<file path="src/rtl/scfm_pkg.sv">
package scfm_pkg;

    typedef enum logic {
        SLOPE_FALL = 1'b0,
        SLOPE_RISE = 1'b1
    } slope_e;

endpackage

</file>
<file path="src/rtl/scfm_carrier.sv">
module scfm_carrier
    import scfm_pkg::*;
#(
    parameter int CNT_W = 10
) (
    input  logic             clk,
    input  logic             rst,
    input  logic [CNT_W-1:0] peak_i,
    output logic [CNT_W-1:0] cnt_o,
    output logic [CNT_W-1:0] cnt_next_o,
    output logic             rising_o,
    output logic             turn_o
);

    typedef struct packed {
        logic [CNT_W-1:0] cnt;
        slope_e           dir;
        logic             turn;
    } car_t;

    car_t st_d, st_q;

    always_comb begin
        st_d = st_q;
        if (st_q.dir == SLOPE_RISE) begin
            if (st_q.cnt >= peak_i) begin
                // peak lowered below the count: head back down at once
                st_d.cnt = st_q.cnt - CNT_W'(1);
                st_d.dir = (st_d.cnt == '0) ? SLOPE_RISE : SLOPE_FALL;
            end else begin
                st_d.cnt = st_q.cnt + CNT_W'(1);
                st_d.dir = (st_d.cnt < peak_i) ? SLOPE_RISE : SLOPE_FALL;
            end
        end else begin
            st_d.cnt = st_q.cnt - CNT_W'(1);
            st_d.dir = (st_d.cnt == '0) ? SLOPE_RISE : SLOPE_FALL;
        end
        st_d.turn = (st_d.dir != st_q.dir);
    end

    always_ff @(posedge clk) begin
        if (rst) begin
            st_q <= '{cnt: '0, dir: SLOPE_RISE, turn: 1'b1};
        end else begin
            st_q <= st_d;
        end
    end

    assign cnt_o      = st_q.cnt;
    assign cnt_next_o = st_d.cnt;
    assign rising_o   = (st_q.dir == SLOPE_RISE);
    assign turn_o     = st_q.turn;

endmodule

</file>
<file path="src/rtl/scfm_fold.sv">
module scfm_fold #(
    parameter int N_LEVELS = 5,
    parameter int REF_W    = 16,
    parameter int REF_FRAC = 14,
    parameter int CNT_W    = 10
) (
    input  logic signed [REF_W-1:0]            ref_i,
    input  logic        [CNT_W-1:0]            peak_i,
    output logic        [$clog2(N_LEVELS)-1:0] band_o,
    output logic        [CNT_W-1:0]            level_o
);

    localparam int BAND_W = $clog2(N_LEVELS);
    localparam int M_W    = $clog2(N_LEVELS);
    localparam int U_W    = REF_FRAC + 2;
    localparam int W_W    = U_W + M_W;
    localparam int B_W    = M_W + 1;
    localparam int P_W    = U_W + CNT_W;
    localparam logic signed [REF_W-1:0] POS1 = REF_W'(1 << REF_FRAC);
    localparam logic signed [REF_W-1:0] NEG1 = -POS1;
    localparam logic [B_W-1:0] BM1_MAX = B_W'(N_LEVELS - 2);

    logic signed [REF_W-1:0] v_clamp;
    logic [U_W-1:0]          u_pos;
    logic [W_W-1:0]          w_span;
    logic [B_W-1:0]          bm1_raw;
    logic [B_W-1:0]          bm1;
    logic [U_W-1:0]          resid;
    logic [P_W-1:0]          prod;

    always_comb begin
        if (ref_i > POS1) begin
            v_clamp = POS1;
        end else if (ref_i < NEG1) begin
            v_clamp = NEG1;
        end else begin
            v_clamp = ref_i;
        end
        // distance above -1.0, in [0, 2.0]
        u_pos   = U_W'(v_clamp) + U_W'(POS1);
        // scaled by (levels-1): units of 2^-(REF_FRAC+1), i.e. in band widths
        w_span  = W_W'(u_pos) * W_W'(N_LEVELS - 1);
        bm1_raw = B_W'(w_span >> (REF_FRAC + 1));
        bm1     = (bm1_raw > BM1_MAX) ? BM1_MAX : bm1_raw;
        // position inside the band, 0..1 in Q(REF_FRAC+1)
        resid   = U_W'(w_span - (W_W'(bm1) << (REF_FRAC + 1)));
        prod    = P_W'(resid) * P_W'(peak_i);
        level_o = CNT_W'(prod >> (REF_FRAC + 1));
        band_o  = BAND_W'(bm1) + BAND_W'(1);
    end

endmodule

</file>
<file path="src/rtl/sc_fold_modulator.sv">
module sc_fold_modulator #(
    parameter int N_LEVELS = 5,
    parameter int REF_W    = 16,
    parameter int REF_FRAC = 14,
    parameter int CNT_W    = 10
) (
    input  logic                              clk,
    input  logic                              rst,
    input  logic signed [REF_W-1:0]           ref_i,
    input  logic        [CNT_W-1:0]           peak_i,
    output logic        [$clog2(N_LEVELS)-1:0] band_o,
    output logic                              pwm_o,
    output logic                              turn_o,
    output logic                              rising_o,
    output logic        [CNT_W-1:0]           carrier_o
);

    localparam int BAND_W = $clog2(N_LEVELS);
    localparam logic [BAND_W-1:0] RESET_BAND = BAND_W'((N_LEVELS - 1) / 2 + 1);

    typedef struct packed {
        logic [BAND_W-1:0] band;
        logic [CNT_W-1:0]  level;
        logic              pwm;
    } mod_t;

    mod_t m_d, m_q;

    logic [CNT_W-1:0]  peak_eff;
    logic [CNT_W-1:0]  cnt_now;
    logic [CNT_W-1:0]  cnt_next;
    logic              turn_now;
    logic              rising_now;
    logic [BAND_W-1:0] fold_band;
    logic [CNT_W-1:0]  fold_level;
    logic [CNT_W-1:0]  level_sel;

    assign peak_eff = (peak_i == '0) ? CNT_W'(1) : peak_i;

    scfm_carrier #(
        .CNT_W(CNT_W)
    ) u_carrier (
        .clk       (clk),
        .rst       (rst),
        .peak_i    (peak_eff),
        .cnt_o     (cnt_now),
        .cnt_next_o(cnt_next),
        .rising_o  (rising_now),
        .turn_o    (turn_now)
    );

    scfm_fold #(
        .N_LEVELS(N_LEVELS),
        .REF_W   (REF_W),
        .REF_FRAC(REF_FRAC),
        .CNT_W   (CNT_W)
    ) u_fold (
        .ref_i  (ref_i),
        .peak_i (peak_eff),
        .band_o (fold_band),
        .level_o(fold_level)
    );

    always_comb begin
        m_d       = m_q;
        level_sel = turn_now ? fold_level : m_q.level;
        if (turn_now) begin
            m_d.band  = fold_band;
            m_d.level = fold_level;
        end
        // registered against the next count so pwm lines up with carrier_o
        m_d.pwm = (level_sel > cnt_next);
    end

    always_ff @(posedge clk) begin
        if (rst) begin
            m_q <= '{band: RESET_BAND, level: '0, pwm: 1'b0};
        end else begin
            m_q <= m_d;
        end
    end

    assign band_o    = m_q.band;
    assign pwm_o     = m_q.pwm;
    assign turn_o    = turn_now;
    assign rising_o  = rising_now;
    assign carrier_o = cnt_now;

endmodule

</file>
<file path="config.mk">
export PLATFORM = sky130hd
export DESIGN_NAME = sc_fold_modulator
export DESIGN_NICKNAME = d
export VERILOG_FILES = /design/src/rtl/scfm_pkg.sv /design/src/rtl/scfm_carrier.sv /design/src/rtl/scfm_fold.sv /design/src/rtl/sc_fold_modulator.sv
export SDC_FILE = /design/constraint.sdc
export NUM_CORES = 1
export LEC_CHECK = 0
export ABC_AREA = 1
export BUFFER_PORTS_ARGS = -buffer_cell sky130_fd_sc_hd__buf_4
export CAP_MARGIN = 5
export CORE_MARGIN = 8
export CORE_UTILIZATION = 61
export DETAILED_ROUTE_END_ITERATION = 16
export GPL_TIMING_DRIVEN = 0
export HOLD_SLACK_MARGIN = 0.1
export PLACE_DENSITY = 0.8
export SYNTH_ARGS = -nofsm -noshare
export SYNTH_HDL_FRONTEND = slang
export SYNTH_SLANG_ARGS = --single-unit
</file>
<file path="constraint.sdc">
create_clock -name clk -period 10.3 [get_ports clk]
set_clock_uncertainty 0.1 [all_clocks]
set_input_delay 1.545 -clock clk [delete_from_list [all_inputs] [get_ports clk]]
set_output_delay 1.545 -clock clk [all_outputs]
set_load 0.01 [all_outputs]
</file>
### After elaboration in Yosys (flattened, before gate mapping)

Index checks and enable logic that the tools add are counted.

| storage, ports and cells | value |
|---|---|
| logic and storage cells | 30 |
| flip-flop bits (word level) | 26 |
| memories kept | 0 |
| ROM bits | 0 |
| bits in latches | 0 |
| output and inout bits | 16 |
| RAM bits | 0 |
| input port bits | 28 |

| operators by class | value |
|---|---|
| add/sub/neg operators | 5 |
| mux-type cells | 9 |
| reduce and logical (&&, ||, !) cells | 2 |
| multipliers | 1 |
| div/mod/pow operators | 0 |
| shifts and indexed selects | 0 |
| $lt $le $gt $ge | 6 |
| equal/unequal tests | 1 |
| bitwise gates (word level) | 0 |

Operators by type and width:

| operator | number |
|---|---|
| 16-bit 2-to-1 mux | 2 |
| 16-bit by 10-bit multiplier with 25-bit output | 1 |
| 11-bit 2-to-1 mux | 2 |
| 10-bit logical NOT | 2 |
| 10-bit 2-to-1 mux | 2 |
| 16-bit adder, second input constant | 1 |
| 16-bit greater-than comparator, second input constant | 1 |
| 16-bit by 15-bit less-than comparator with 1-bit output, second input constant | 1 |
| 16-bit subtractor | 1 |
| 10-bit by 1-bit adder with 10-bit output, second input constant | 1 |
| 10-bit greater-or-equal comparator | 1 |
| 10-bit greater-than comparator | 1 |
| 10-bit less-than comparator | 1 |
| 10-bit by 1-bit subtractor with 10-bit output, second input constant | 1 |
| 3-bit by 1-bit adder with 3-bit output, second input constant | 1 |
| 3-bit by 2-bit greater-than comparator with 1-bit output, second input constant | 1 |
| 3-bit 2-to-1 mux | 1 |
| 1-bit 2-to-1 mux | 2 |
| 1-bit != test | 1 |

### Longest topological paths before layout

| depth | value |
|---|---|
| depth after elaboration | 10 |
| mapped depth | 39 |
| depth with buffers taken out | 38 |

### Hierarchy

A second synthesis with hierarchy kept.

| unflattened totals | value |
|---|---|
| cell total of the unflattened synthesis | 1018 |
| area total of the unflattened synthesis | 7019.2 um^2 |

By module, submodules not included:

| module | cells an instance | sequential area each (um^2) | instances | area an instance (um^2) |
|---|---|---|---|---|
| scfm_fold | 617 | 0.0 | 1 | 4514.3 |
| scfm_carrier | 264 | 240.2 | 1 | 1606.5 |
| sc_fold_modulator | 137 | 280.3 | 1 | 898.4 |

### Least setup slack after synthesis

OpenSTA, ideal clock, no wires.

| path | value |
|---|---|
| path kind | input-to-reg |
| from | input ref_i[13] |
| to | register m_q, in the netlist pwm_o |
| buffers on the path | 1 |
| data arrival time | 7.788 ns |
| library setup time | 0.057 ns |
| stages on the path | 35 |
| required time | 10.143 ns |
| path slack | 2.356 ns |
| cells stage by stage | or2_0 nor2_1 nand2_1 nand2_4 clkbuf_1 nand3_1 inv_1 nand2_1 fa_1 inv_1 fa_1 fa_1 fa_1 inv_1 fa_1 inv_1 ha_1 nand2_1 nor2_1 or3b_2 o21ai_2 nand2_1 nand3_1 nand3_1 o21ai_2 inv_1 ha_1 nand2_1 inv_1 nand3_1 nor3_1 o21ai_0 o2111ai_1 nand3_1 inv_1 |

| between the ends | value |
|---|---|
| cells in the longest elaborated chain, start to end | 10 |
| elaborated cells on any way between the ends | 11 |
| classes of those cells | 2 x add/sub; 1 x mul; 4 x order compare; 4 x mux |

Ends and longest elaborated chain:

| what | RTL line | text |
|---|---|---|
| start, declared | sc_fold_modulator.sv:9 | `input logic signed [REF_W-1:0] ref_i,` |
| 16-bit by 15-bit less-than comparator with 1-bit output | scfm_fold.sv:34 | `end else if (ref_i < NEG1) begin` |
| 16-bit 2-to-1 mux | scfm_fold.sv:34 |  |
| 16-bit 2-to-1 mux (*) | scfm_fold.sv:32 | `if (ref_i > POS1) begin` |
| 16-bit adder (*) | scfm_fold.sv:40 | `u_pos = U_W'(v_clamp) + U_W'(POS1);` |
| 3-bit by 2-bit greater-than comparator with 1-bit output | scfm_fold.sv:44 | `bm1 = (bm1_raw > BM1_MAX) ? BM1_MAX : bm1_raw;` |
| 3-bit 2-to-1 mux | scfm_fold.sv:44 |  |
| 16-bit subtractor (*) | scfm_fold.sv:46 | `resid = U_W'(w_span - (W_W'(bm1) << (REF_FRAC + 1)));` |
| 16-bit by 10-bit multiplier with 25-bit output (*) | scfm_fold.sv:47 | `prod = P_W'(resid) * P_W'(peak_i);` |
| 10-bit 2-to-1 mux (*) | sc_fold_modulator.sv:66 | `level_sel = turn_now ? fold_level : m_q.level;` |
| 10-bit greater-than comparator (*) | sc_fold_modulator.sv:72 | `m_d.pwm = (level_sel > cnt_next);` |
| end signal, assigned | sc_fold_modulator.sv:77 | `m_q <= '{band: RESET_BAND, level: '0, pwm: 1'b0};` |
| end signal, assigned | sc_fold_modulator.sv:79 | `m_q <= m_d;` |
| end, declared | sc_fold_modulator.sv:27 | `mod_t m_d, m_q;` |

Every way passes the cells marked *; elsewhere a longest branch is shown, timed or not.
A chain may end at the register's enable or synchronous reset.

### Worst setup path after layout

Ends and elaborated chain as after synthesis.

==> summary.md <==
| Metric | Value |
|---|---|
| Worst slew margin | 41.3% |
| Vias | 5797 |
| Die height | 120 µm |
| Hold_buf cts | 0 |
| WS Path Type | in2reg |
| Fillcell total | 951 |
| Final Max Slew Viols | 0 |
| Static leakage | 3.97 nW |
| Hold Crit Depth | 2 |
| Final period util | 83.8% |
| CP most frequent cell | inv_1 |
| Routability cong. | 0.955 |
| Setup TNS | 0 ns |
| Cell Pwr Density | 211 mW/mm² |
| Nets | 1144 |
| DP Area | 0.00702 mm² |
| Pin count of the biggest net entering global routing | 16 |
| CTS max path bufs | 2 |
| HPWL Detailed | 14300 µm |
| Outcome | finished clean |
| Max H-tree Level | 1 |
| Synthesized instance count | 891 |
| Max stage delay on crit path | 0.56 ns |
| Number of diodes | 0 |
| Synth Cell Area | 0.00654 mm² |
| First-pass GRT wire length | 28600 µm |
| Reg-to-Reg Start | u_carrier.cnt_o[5]$_SDFF_PP0_ |
| Initial DRC count | 300 |
| Core area | 0.0107 mm² |
| Worst VDD drop | 0.206 mV |
| Post-Synthesis Mean Instance Area | 7.34 µm² |
| Antenna violations before repair | 0 |
| Clk root buf | clkbuf_8 |
| Part of the Yosys area used for sequential elements | 7.96% |
| Final hold violation count | 0 |
| WL/cell | 15.4 µm |
| Req. time, crit path | 10.43 ns |
| Post-CTS Setup Bufs | 0 |
| Initial Utilization | 61.4% |
| Min Tclk post-route | 8.63 ns |
| Dpl cells | 1071 |
| Crit. End Element | flop |
| Clock Latency Late Sink | 0.28 ns |
| WP data arrival | 8.76 ns |
| Final Instance Area | 0.00709 mm² |
| Reg2Reg Setup Slack | 6.73 ns |
| Setup violators final | 0 |
| Max-Cap Viols | 0 |
| Die Wd | 120 µm |
| Non-Filler Instances | 1075 |
| Mapped Nets | 1099 |
| Via density | 5.39 |
| DRC Markers | 0 |
| Post-route ant nets | 0 |
| CP Max Fanout | 10 |
| DRT Pass-1 Iters | 5 |
| GRT overflow | 0 |
| CTS tree | built |
| Worst Reg-to-Reg Cells | 18 |
| Area Overhead vs Synth | 8.36% |
| Total Routing Usage GR | 24.1% |
| Yosys warns | 0 |
| Routed wire length | 16600 µm |
| F_max | 116 MHz |
| R2R Path End | pwm_o$_SDFF_PP0_ |
| Least-Margin Pin Slew | 0.873 ns |
| Number of port buffers | 40 |
| Cell family with most CP delay | adder cells |
| FF/Latch Area | 520 µm² |
| Vias in the first global route | 6033 |
| I/O pin total | 44 |
| Min-Delay Path Class | reg2reg |
| Critical path depth | 37 |
| CTS Buf Count | 3 |
| Worst path bufs/invs | 11 |
| Area of the multi-input gates | 0.00527 mm² |
| #FFs+latches synth | 26 |
| HP Start | band_o[1]$_SDFFE_PP1P_ |
| Crit path launch | ref_i[13] |
| Sink Count | 26 |
| Crit-path slowest cell | fa_1 |
| Clock transition at path regs | 0.09 ns |
| Ratio of cells with drive above 1 in the final layout | 9.30% |
| Yosys cell types | 44 |
| Cell row count | 38 |
| Timing endpoint of the critical path | pwm_o$_SDFF_PP0_ |
| Post-CTS Resized | 0 |
| Crit path launch type | primary input |
| RSZ-0062 raised after global routing | no |
| Min Hold Slack | 0.376 ns |
| Die ar. | 0.0143 mm² |
-- registers in the layout, indices dropped and copies added (netlist names) --
name / cells
u_carrier.cnt_o: 10
band_o: 3
u_carrier.rising_o: 1
m_q: 10
u_carrier.turn_o: 1
pwm_o: 1
-- layout by cell type, fill, tap and decap left out, types with 15 or more instances in the layout --
| master | n |
|---|---|
| o21ai_0 | 22 |
| inv_1 | 163 |
| ha_1 | 88 |
| buf_4 | 44 |
| fa_1 | 92 |
| nor2_1 | 135 |
| nand3_1 | 39 |
| nand2_1 | 161 |
| dfxtp_1 | 26 |
| a21oi_1 | 39 |
| xor2_1 | 15 |
-- final cells by class --
cell class | instances | area share [%]
flip-flops and latches | 26 | 7.34
repair buffers | 40 | 4.24
multi-input cells | 670 | 74.3
well taps | 140 | 2.47
clock inverters | 1 | 0.424
plain buffers | 19 | 1.29
clock buffers | 3 | 0.583
inverters | 176 | 9.32
-- worst register-to-register path, stage by stage, from the launching register on --
cell and delay [ns]:
dfxtp_1 0.53, ha_1 0.31, a21oi_1 0.14, o21ai_1 0.08, nand2_1 0.06, o2111ai_1 0.10, a41oi_1 0.45, nand2_1 0.35
inv_2 0.21, o21ai_1 0.12, ha_1 0.32, nand2_1 0.07, inv_1 0.07, nand3_1 0.06, nor3_1 0.20, o21ai_0 0.13
o2111ai_1 0.10, nand3_1 0.09, inv_1 0.05
-- metal layers --
layer / share of wire (%) / GRT usage (%) / up-vias
met5: 0 / 0 / -
met4: 3.0 / 8.04 / 0
met3: 6.6 / 3.29 / 40
met2: 46 / 40.3 / 193
met1: 44 / 31.6 / 2720
li1: - / - / 2844
-- cell families (layout without fill, tap and decap cells) --
family | after synthesis | in the layout | synth area share [%]
flops | 26 | 26 | 7.96
xor+xnor | 22 | 22 | 3.16
mux | 3 | 3 | 0.459
compound gates | 85 | 85 | 7.40
simple gates | 380 | 380 | 24.5
fa+ha+maj | 180 | 180 | 45.0
buf+inv | 195 | 239 | 11.5
-- Yosys cell counts, drive strengths merged --
master / count / area (µm²)
a2111oi: 1 / 8.76
a211oi: 2 / 15.0
a21oi: 40 / 204
a31oi: 1 / 6.26
a41oi: 1 / 8.76
buf: 9 / 53.8
clkbuf: 10 / 37.5
clkinv: 2 / 7.51
dfxtp: 26 / 521
fa: 92 / 1840
ha: 88 / 1100
inv: 174 / 653
mux2i: 3 / 30.0
nand2: 167 / 657
nand3: 39 / 195
nand4: 5 / 31.3
nor2: 141 / 554
nor3: 12 / 65.1
nor4: 5 / 31.3
o2111ai: 2 / 17.5
o211ai: 4 / 30.0
o21a: 1 / 7.51
o21ai: 29 / 153
o21bai: 3 / 26.3
o31ai: 1 / 7.51
or2: 10 / 62.6
or3b: 1 / 8.76
xnor2: 6 / 52.6
xnor3: 1 / 22.5
xor2: 15 / 131
-- metrics by stage --
step | power (mW) | util (%) | setup WS (ns)
global placement | 1.37 | 65.9 | 1.51
floorplan | 1.07 | - | 2.36
global route | 1.69 | 66.6 | 1.06
finish | 1.50 | 66.6 | 1.67
detailed placement | 1.39 | 65.9 | 1.43
CTS | 1.49 | 66.6 | 1.70
-- power by group --
| part | leakage (nW) | internal [mW] | total, mW | switching, mW |
|---|---|---|---|---|
| registers | 0.215 | 0.139 | 0.178 | 0.0396 |
| logic | 3.72 | 0.469 | 1.23 | 0.763 |
| clock network | 0.0357 | 0.0521 | 0.0855 | 0.0334 |
| total | 3.97 | 0.660 | 1.50 | 0.836 |
-- worst min-delay path by stage --
stage	slack, ns	end
global placement	0.35	band_o[1]$_SDFFE_PP1P_
global route	0.41	m_q[8]$_SDFFE_PP0P_
floorplan	0.33	band_o[1]$_SDFFE_PP1P_
detailed placement	0.35	band_o[1]$_SDFFE_PP1P_
finish	0.38	band_o[1]$_SDFFE_PP1P_
CTS	0.38	m_q[6]$_SDFFE_PP0P_
(Power assumes the default switching activity.)
